File: src/rtl/sio_cfg_pkg.sv
package sio_cfg_pkg;

  localparam int DW = 8;

  // unlock key, first three bytes are common to both base addresses
  localparam logic [DW-1:0] KEY_B0     = 8'h87;
  localparam logic [DW-1:0] KEY_B1     = 8'h01;
  localparam logic [DW-1:0] KEY_B2     = 8'h55;
  localparam logic [DW-1:0] KEY_LAST_A = 8'h55;
  localparam logic [DW-1:0] KEY_LAST_B = 8'hAA;
  localparam logic [15:0]   BASE_A     = 16'h002E;
  localparam logic [15:0]   BASE_B     = 16'h004E;

  // configuration register indices
  localparam logic [DW-1:0] IDX_EXIT  = 8'h02;
  localparam logic [DW-1:0] IDX_LDN   = 8'h07;
  localparam logic [DW-1:0] IDX_IDHI  = 8'h20;
  localparam logic [DW-1:0] IDX_IDLO  = 8'h21;
  localparam logic [DW-1:0] IDX_REV   = 8'h22;
  localparam logic [DW-1:0] IDX_FCTL  = 8'h24;
  localparam logic [DW-1:0] IDX_FBHI  = 8'h64;
  localparam logic [DW-1:0] IDX_FBLO  = 8'h65;

  localparam logic [DW-1:0] EXIT_VAL  = 8'h02;
  localparam logic [DW-1:0] FLASH_LDN = 8'h07;
  localparam logic [DW-1:0] RD_FLOAT  = 8'hFF;

  typedef enum logic [1:0] {
    KS_IDLE = 2'd0,
    KS_ONE  = 2'd1,
    KS_TWO  = 2'd2,
    KS_THREE = 2'd3
  } key_step_t;

  typedef enum logic {
    SEL_INDEX = 1'b0,
    SEL_DATA  = 1'b1
  } port_sel_t;

  function automatic logic [DW-1:0] key_expect(key_step_t s, logic [DW-1:0] last);
    case (s)
      KS_IDLE:  key_expect = KEY_B0;
      KS_ONE:   key_expect = KEY_B1;
      KS_TWO:   key_expect = KEY_B2;
      default:  key_expect = last;
    endcase
  endfunction

endpackage

File: src/rtl/sio_cfg_keymatch.sv
module sio_cfg_keymatch
  import sio_cfg_pkg::*;
#(
  parameter logic [15:0] PORT_BASE = 16'h002E
) (
  input  logic          clk,
  input  logic          rst,
  input  logic          key_wr,
  input  logic [DW-1:0] key_byte,
  input  logic          relock,
  output logic          open_q
);

  logic [DW-1:0] last_byte;
  key_step_t     step_q;
  logic [DW-1:0] expect_b;

  // the base address strap picks the final key byte
  generate
    if (PORT_BASE == BASE_A) begin : g_base_a
      assign last_byte = KEY_LAST_A;
    end else begin : g_base_b
      assign last_byte = KEY_LAST_B;
    end
  endgenerate

  assign expect_b = key_expect(step_q, last_byte);

  always_ff @(posedge clk) begin
    if (rst) begin
      step_q <= KS_IDLE;
      open_q <= 1'b0;
    end else if (relock) begin
      step_q <= KS_IDLE;
      open_q <= 1'b0;
    end else if (key_wr && !open_q) begin
      if (key_byte == expect_b) begin
        if (step_q == KS_THREE) begin
          open_q <= 1'b1;
          step_q <= KS_IDLE;
        end else begin
          step_q <= key_step_t'(step_q + 2'd1);
        end
      end else if (key_byte == KEY_B0) begin
        step_q <= KS_ONE;
      end else begin
        step_q <= KS_IDLE;
      end
    end
  end

endmodule

File: src/rtl/sio_cfg_regs.sv
module sio_cfg_regs
  import sio_cfg_pkg::*;
#(
  parameter logic [15:0] CHIP_ID   = 16'h8716,
  parameter logic [7:0]  CHIP_REV  = 8'h02,
  parameter logic [15:0] FBASE_RST = 16'h0820,
  parameter int          FCTL_BITS = 6,
  parameter logic [FCTL_BITS-1:0] FCTL_RST = '0
) (
  input  logic                 clk,
  input  logic                 rst,
  input  logic                 open_q,
  input  logic                 wr_en,
  input  logic                 rd_en,
  input  logic                 port_sel,
  input  logic [DW-1:0]        wdata,
  output logic                 relock,
  output logic [DW-1:0]        rdata,
  output logic                 rvalid,
  output logic [DW-1:0]        cur_index,
  output logic [DW-1:0]        cur_ldn,
  output logic [2*DW-1:0]      fbase,
  output logic [FCTL_BITS-1:0] fctl
);

  logic [DW-1:0]        idx_q;
  logic [DW-1:0]        ldn_q;
  logic [FCTL_BITS-1:0] fctl_q;
  logic [DW-1:0]        fb_hi_q;
  logic [DW-1:0]        fb_lo_q;
  logic                 idx_wr;
  logic                 dat_wr;
  logic                 ldn_hit;
  logic [DW-1:0]        fctl_ext;
  logic [DW-1:0]        rd_next;
  logic [DW-1:0]        rdata_q;
  logic                 rvalid_q;

  assign idx_wr  = open_q && wr_en && (port_sel == SEL_INDEX);
  assign dat_wr  = open_q && wr_en && (port_sel == SEL_DATA);
  assign ldn_hit = (ldn_q == FLASH_LDN);
  assign relock  = dat_wr && (idx_q == IDX_EXIT) && (wdata == EXIT_VAL);

  always_comb begin
    fctl_ext = '0;
    fctl_ext[FCTL_BITS-1:0] = fctl_q;
  end

  // register storage; identity registers have no storage at all
  always_ff @(posedge clk) begin
    if (rst) begin
      idx_q   <= '0;
      ldn_q   <= '0;
      fctl_q  <= FCTL_RST;
      fb_hi_q <= FBASE_RST[2*DW-1:DW];
      fb_lo_q <= FBASE_RST[DW-1:0];
    end else begin
      if (idx_wr) begin
        idx_q <= wdata;
      end
      if (dat_wr) begin
        case (idx_q)
          IDX_LDN:  ldn_q  <= wdata;
          IDX_FCTL: fctl_q <= wdata[FCTL_BITS-1:0];
          IDX_FBHI: if (ldn_hit) fb_hi_q <= wdata;
          IDX_FBLO: if (ldn_hit) fb_lo_q <= wdata;
          default: ;
        endcase
      end
    end
  end

  // read decode
  always_comb begin
    rd_next = RD_FLOAT;
    if (open_q) begin
      if (port_sel == SEL_INDEX) begin
        rd_next = idx_q;
      end else begin
        case (idx_q)
          IDX_EXIT: rd_next = '0;
          IDX_LDN:  rd_next = ldn_q;
          IDX_IDHI: rd_next = CHIP_ID[2*DW-1:DW];
          IDX_IDLO: rd_next = CHIP_ID[DW-1:0];
          IDX_REV:  rd_next = CHIP_REV;
          IDX_FCTL: rd_next = fctl_ext;
          IDX_FBHI: rd_next = ldn_hit ? fb_hi_q : RD_FLOAT;
          IDX_FBLO: rd_next = ldn_hit ? fb_lo_q : RD_FLOAT;
          default:  rd_next = RD_FLOAT;
        endcase
      end
    end
  end

  always_ff @(posedge clk) begin
    if (rst) begin
      rdata_q  <= '0;
      rvalid_q <= 1'b0;
    end else begin
      rvalid_q <= rd_en;
      if (rd_en) begin
        rdata_q <= rd_next;
      end
    end
  end

  assign rdata     = rdata_q;
  assign rvalid    = rvalid_q;
  assign cur_index = idx_q;
  assign cur_ldn   = ldn_q;
  assign fbase     = {fb_hi_q, fb_lo_q};
  assign fctl      = fctl_q;

endmodule

File: src/rtl/sio_cfg_port.sv
module sio_cfg_port
  import sio_cfg_pkg::*;
#(
  parameter logic [15:0] PORT_BASE = 16'h002E,
  parameter logic [15:0] CHIP_ID   = 16'h8716,
  parameter logic [7:0]  CHIP_REV  = 8'h02,
  parameter logic [15:0] FBASE_RST = 16'h0820,
  parameter int          FCTL_BITS = 6,
  parameter logic [FCTL_BITS-1:0] FCTL_RST = '0
) (
  input  logic                 clk,
  input  logic                 rst,
  input  logic                 wr_en,
  input  logic                 rd_en,
  input  logic                 port_sel,
  input  logic [7:0]           wdata,
  output logic [7:0]           rdata,
  output logic                 rvalid,
  output logic                 cfg_open,
  output logic [15:0]          flash_base,
  output logic [FCTL_BITS-1:0] flash_ctrl
);

  logic          relock;
  logic          key_wr;
  logic [DW-1:0] cur_index;
  logic [DW-1:0] cur_ldn;

  assign key_wr = wr_en && (port_sel == SEL_INDEX);

  sio_cfg_keymatch #(
    .PORT_BASE (PORT_BASE)
  ) u_key (
    .clk      (clk),
    .rst      (rst),
    .key_wr   (key_wr),
    .key_byte (wdata),
    .relock   (relock),
    .open_q   (cfg_open)
  );

  sio_cfg_regs #(
    .CHIP_ID   (CHIP_ID),
    .CHIP_REV  (CHIP_REV),
    .FBASE_RST (FBASE_RST),
    .FCTL_BITS (FCTL_BITS),
    .FCTL_RST  (FCTL_RST)
  ) u_regs (
    .clk       (clk),
    .rst       (rst),
    .open_q    (cfg_open),
    .wr_en     (wr_en),
    .rd_en     (rd_en),
    .port_sel  (port_sel),
    .wdata     (wdata),
    .relock    (relock),
    .rdata     (rdata),
    .rvalid    (rvalid),
    .cur_index (cur_index),
    .cur_ldn   (cur_ldn),
    .fbase     (flash_base),
    .fctl      (flash_ctrl)
  );

endmodule

File: config.mk
export PLATFORM = sky130hd
export DESIGN_NAME = sio_cfg_port
export DESIGN_NICKNAME = d
export VERILOG_FILES = /design/src/rtl/sio_cfg_pkg.sv /design/src/rtl/sio_cfg_keymatch.sv /design/src/rtl/sio_cfg_regs.sv /design/src/rtl/sio_cfg_port.sv
export SDC_FILE = /design/constraint.sdc
export NUM_CORES = 1
export LEC_CHECK = 0
export BUFFER_PORTS_ARGS = -buffer_cell sky130_fd_sc_hd__buf_4
export CAP_MARGIN = 20
export CORE_MARGIN = 2
export CORE_UTILIZATION = 55
export CTS_BUF_LIST = sky130_fd_sc_hd__clkbuf_4 sky130_fd_sc_hd__clkbuf_8 sky130_fd_sc_hd__clkbuf_16
export CTS_CLUSTER_DIAMETER = 200
export DETAILED_ROUTE_END_ITERATION = 16
export PLACE_DENSITY = 0.78
export SLEW_MARGIN = 5
export SYNTH_ARGS = -nofsm -noshare
export SYNTH_HDL_FRONTEND = slang
export SYNTH_HIERARCHICAL = 1
export SYNTH_SLANG_ARGS = --single-unit
File: constraint.sdc
create_clock -name clk -period 2.4 [get_ports clk]
set_input_delay 0.48 -clock clk [delete_from_list [all_inputs] [get_ports clk]]
set_output_delay 0.48 -clock clk [all_outputs]
set_load 0.02 [all_outputs]
; Word-level counts from Yosys, hierarchy flattened
; Cells that the tools add are included.
[op_classes]
muxes = 9
n_eq_ne = 14
reduce_logical = 15
bitwise_logic = 1
addsub = 1
[op_table]
columns = cell, count
row1 = one-hot mux 8 bit (8 select lines), 1
row2 = equality test 8 x 6 -> 1 bit (second input constant), 4
row3 = two-way mux 8 bit, 4
row4 = equality test 8 x 2 -> 1 bit (second input constant), 2
row5 = equality test 8 x 3 -> 1 bit (second input constant), 2
row6 = equality test 8 x 7 -> 1 bit (second input constant), 2
row7 = one-hot mux 8 bit (2 select lines), 1
row8 = AND reduction 3 bit, 3
row9 = equality test 8 bit, 1
row10 = equality test 8 bit (second input constant), 1
row11 = logical AND 1 bit, 7
row12 = two-way mux 2 bit, 2
row13 = AND reduction 2 bit, 2
row14 = adder 2 x 1 -> 2 bit (second input constant), 1
row15 = equality test 2 x 1 -> 1 bit (second input constant), 1
row16 = equality test 2 bit (second input constant), 1
row17 = zero test 2 bit, 1
row18 = OR reduction 2 bit, 1
row19 = zero test 1 bit, 1
row20 = two-way mux 1 bit, 1
row21 = NOT 1 bit, 1
[word_totals]
input_bits = 13
out_inout_bits = 32
elab_cells = 49
ff_bits = 50

; Depth between registers and ports, before layout
[depth]
word_depth = 5
depth_mapped = 8
ltp_nobuf = 7

; Modules after synthesis
; Netlist, hierarchy kept.
[by_module_without_submodules]
columns = module, n_inst, area_each_um2, cells_per_inst, seq_area_each_um2
row1 = sio_cfg_regs, 1, 2407.3, 294, 940.9
row2 = sio_cfg_keymatch, 1, 287.8, 35, 60.1
row3 = sio_cfg_port, 1, 13.8, 1, 0.0

; Worst setup path before layout
; No wires, ideal clock.
[synth_timing]
path_type = reg-to-reg
from = register u_regs.ldn_q[3] (netlist: u_regs/cur_ldn[3])
to = register u_regs.rdata_q[3] (netlist: u_regs/rdata[3])
stages_incl_launch_ff = 7
required_ns = 2.280
path_buffers = 2
period_less_slack_ns = 1.860
arrival_time_ns = 1.740
setup_slack_ns = 0.540
cell_sequence = dfxtp_1 -> or4_4 -> buf_6 -> or2_4 -> buf_6 -> o21a_1 -> o31a_1
[synth_between]
elab_chain_len = 5
word_cells_on_any_way = 6
cone_classes = eq/ne: 1 / mux: 5
[synth_lines]
columns = item, line
row1 = start: declaration, sio_cfg_regs.sv:27  ; logic [DW-1:0] ldn_q;
row2 = start signal: assignment, sio_cfg_regs.sv:63  ; IDX_LDN: ldn_q <= wdata;
row3 = equality test 8 x 3 -> 1 bit, sio_cfg_regs.sv:41  ; assign ldn_hit = (ldn_q == FLASH_LDN);
row4 = "two-way mux 8 bit, on equally long branches", "sio_cfg_regs.sv:88, sio_cfg_regs.sv:87"
row5 = one-hot mux 8 bit (8 select lines) (*), sio_cfg_regs.sv:80  ; case (idx_q)
row6 = two-way mux 8 bit (*), sio_cfg_regs.sv:77  ; if (port_sel == SEL_INDEX) begin
row7 = two-way mux 8 bit (*), sio_cfg_regs.sv:76  ; if (open_q) begin
row8 = end signal: assignment, sio_cfg_regs.sv:102  ; rdata_q <= rd_next;
row9 = end: declaration, sio_cfg_regs.sv:36  ; logic [DW-1:0] rdata_q;
; Mark *: on every way between the ends. The rest lies on a longest branch, timed or not.
; A chain may end at the register's enable or synchronous reset.

; Worst setup path after layout
[layout_timing]
from = register u_regs.idx_q[6] (netlist: u_regs/cur_index[6])
to = register u_key.step_q[0]
[layout_between]
elab_chain_len = 4
[layout_lines]
columns = item, line
row1 = start: declaration, sio_cfg_regs.sv:26  ; logic [DW-1:0] idx_q;
row2 = start signal: assignment, sio_cfg_regs.sv:59  ; idx_q <= wdata;
row3 = equality test 8 x 2 -> 1 bit, sio_cfg_regs.sv:42  ; assign relock = dat_wr && (idx_q == IDX_EXIT) && (wdata == EXIT_VAL);
row4 = logical AND 1 bit (2 in series), sio_cfg_regs.sv:42
row5 = via relock, sio_cfg_port.sv:24  ; logic relock;
row6 = OR reduction 2 bit (no source line), -
row7 = end signal: assignment, sio_cfg_keymatch.sv:42  ; step_q <= key_step_t'(step_q + 2'd1);
row8 = end: declaration, sio_cfg_keymatch.sv:15  ; key_step_t step_q;
; The timed path passes the listed nets, and every way through them passes these cells.

==> reports/metrics.yaml <==
clocking:
  cts_buffer_depth: 2
  cts_resized: 0
  clk-insertion-delay-late_ps: 300
  cts_made_buffers: 5
  clkTransAtPathRegs_ps: 90
  cts_num_sinks: 50
  clock-root-buffer: "clkbuf_8"
  htreeDepth: 2
  cts_tree: "done"
  cts-hold-fix-buffers: 0
  cts_setup_buffers: 0
drt:
  drt-met1-wl_um: 3305
  drt-total-wl_um: 7705
  dr.pass1.iters: 5
  met3_length_um: 787
  postRouteAntennaNets: 0
  wl_met2_um: 3468
  wl_per_cell_um: 17.96
  drt_iter0_markers: 240
  via_count: 2696
  routed_via_density: 6.284
  dr.max_layer_used: "met4"
  drc_errors: 0
setup_path:
  worst-endpoint-required_ps: 2600
  critPathLaunchType: "flip-flop"
  end_kind: "flip-flop"
  reg2reg_depth: 8
  worst-setup-path-type: "flip-flop to flip-flop"
  worstPathMaxFanout: 11
  r2r_start: "u_regs/cur_index[6]"
  cp.arrival_ps: 2210
  critPathLaunch: "u_regs/cur_index[6]"
global_route:
  grt_util_all_layers: 0.2968
  grt_pass1_wl_um: 12360
  antenna_found_initial: 0
  grt_max_degree: 50
  overflow: 0
  grt_pass1_vias: 2420
die:
  die_x_um: 74.18
  rows: 25
  start_util: 0.5735
  die_area_um2: 5503
  fp.dieH_um: 74.18
  num_io_pins: 45
  core_area_um2: 4723
synthesis:
  yosysSeqAreaShare: 0.3695
  synth_enable_flop_cells: 0
  yosysWarnings: 6
  synth_ff_type: "dfxtp_1"
  synth-seq-cells: 50
  async_flop_share: 0
  synth_cell_types: 49
  yosysMostFrequentCell: "dfxtp_1"
  syn_nets: 348
  synth_top_area_frac: 0.3695
  synth_cells: 330
  yosys-top-cells-area: "dfxtp_1, mux2i_1, nand3_1"
  syn_avg_cell_area_um2: 8.209
  netlist_area_um2: 2709
  synth_largest_area_cell: "dfxtp_1"
  yosys-top-cells-count: "dfxtp_1, nor2_1, nand3_1"
timing:
  setup_violations: 0
  finalCritPeriodShare: 0.8391
  hold_viol: 0
  tns_ps: 0
  worst_slack_ps: 386.2
  final.setup_skew_ps: 6.225
  timing.final.crit_period_ps: 2014
  tightest_slew_ps: 643.5
  relSlewSlack: 0.5700
  rsz0062_at_grt: "false"
  fmax_mhz: 496.6
  slew_viol_final: 0
hold_path:
  hp-start: "wdata[6]"
  hp-class: "primary input to flip-flop"
  whs_path_depth: 3
power_and_ir_drop:
  switchingPower_mw: 0.3477
  p_leak_nw: 1.220
  swShare: 0.2219
  combPwrFrac: 0.074
  p_clk_frac: 0.387
  power.internal_mw: 1.219
  power.density_nw_per_um2: 495.3
  p_seq_frac: 0.539
  peakVddDrop_v: 0.0002879
placement:
  dp_hpwl_um: 5299
  place_ws_ps: 392.3
  portBuffers: 44
  gp_congestion: 0.9169
outcome:
  outcome: "finished clean"
layout:
  fillers: 421
  multi_input_area_um2: 1585
  nNetsFinal: 379
  antenna_cells: 0
  final_layout_size_suffix_gt1_frac: 0.1796
  regArea_um2: 1001
  syn2layout_area_growth_pct: 16.77
job:
  max_cap_viol_count: 0
==> registers in the layout (all words and copies together) (netlist names) <==
register	flops
u_regs/cur_ldn	8
u_regs/rdata	8
u_regs/fctl	6
u_regs/fb_lo_q	8
u_regs/fb_hi_q	8
u_regs/cur_index	8
u_key/step_q	2
u_regs/rvalid	1
u_key/open_q	1
==> cell families after synthesis <==
| logic type | after synthesis | synth area share |
|---|---|---|
| flip-flops | 50 | 0.3695 |
| AO/OA/AOI/OAI | 89 | 0.2065 |
| AND/OR/NAND/NOR | 140 | 0.2896 |
| XOR/XNOR | 1 | 0.003234 |
| adder cells (fa/ha/maj) | 5 | 0.02309 |
| buffers and inverters | 28 | 0.04527 |
| multiplexers | 17 | 0.06282 |
==> power by group through the flow <==
stage	clock network [mW]	logic [mW]	registers (mW)
finish	0.606	0.116	0.845
global route	0.637	0.124	0.846
detailed placement	0	0.114	0.864
CTS	0.613	0.114	0.845
global placement	0	0.113	0.864
floorplan	0	0.0431	0.877
==> through the flow <==
step           std cells  instance area (um2)  hold WS (ps)  power, mW  utilization
2_1_floorplan        330                 2709         453.7     0.9197            -
3_3_place_gp         421                 3049         474.3     0.9766       0.6456
3_5_place_dp         421                 3049         484.3     0.9784       0.6456
4_1_cts              429                 3163         480.2      1.572       0.6697
5_1_grt              429                 3163         489.9      1.607       0.6697
6_report             429                 3163         490.0      1.567       0.6697
==> placed cells by master (no fill, tap or decap), types with 2 or more instances in the layout <==
cell      instances
nand2_1           6
or3_1             5
nor3_1           14
inv_1             3
and3_1            6
nand4b_1          5
o31a_1            8
o311ai_0          3
ha_1              5
o21ai_0          24
nor2_1           38
clkbuf_8          5
nand3_1          32
nand3b_1          6
nand2b_1          4
o21a_1            4
nor4_1            3
buf_4            49
o21ai_1           2
dfxtp_1          50
a21oi_1          23
a211oi_1          8
nor2b_1           2
a22oi_1           6
nand4_1           4
mux2i_1          17
o22ai_1           7
clkbuf_4          2
==> worst max-delay path, stage by stage (launching register included) <==
cell	delay, ps
dfxtp_1	420
nor4_2	330
buf_4	200
nand3_1	80
nor2_1	160
nor2_1	130
and3_1	220
a41o_1	200
a21o_1	150
==> path summary, 6_finish.rpt <==
kind	end	slack, ps
worst max register to register	u_key/step_q[0]	390
worst max-delay path	u_key/step_q[0]	390
worst min-delay path	u_regs/fb_lo_q[6]	490
worst min register to register	u_key/step_q[1]	500
==> routing by layer <==
metal  up-vias  global-route usage
li1       1287                   -
met1      1247              0.4180
met2       149              0.4405
met3        13             0.07859
met4         0              0.1030
met5         -                   0
==> area by class of cell <==
cell class                 instances  area share
clock buffer                       7     0.02650
clock inverter                     1    0.009494
inverter                           3    0.003560
multi-input combinational        252      0.5012
sequential                        50      0.3165
tap                               67     0.02650
timing repair buffer              49      0.1163
(Power assumes the default switching activity.)
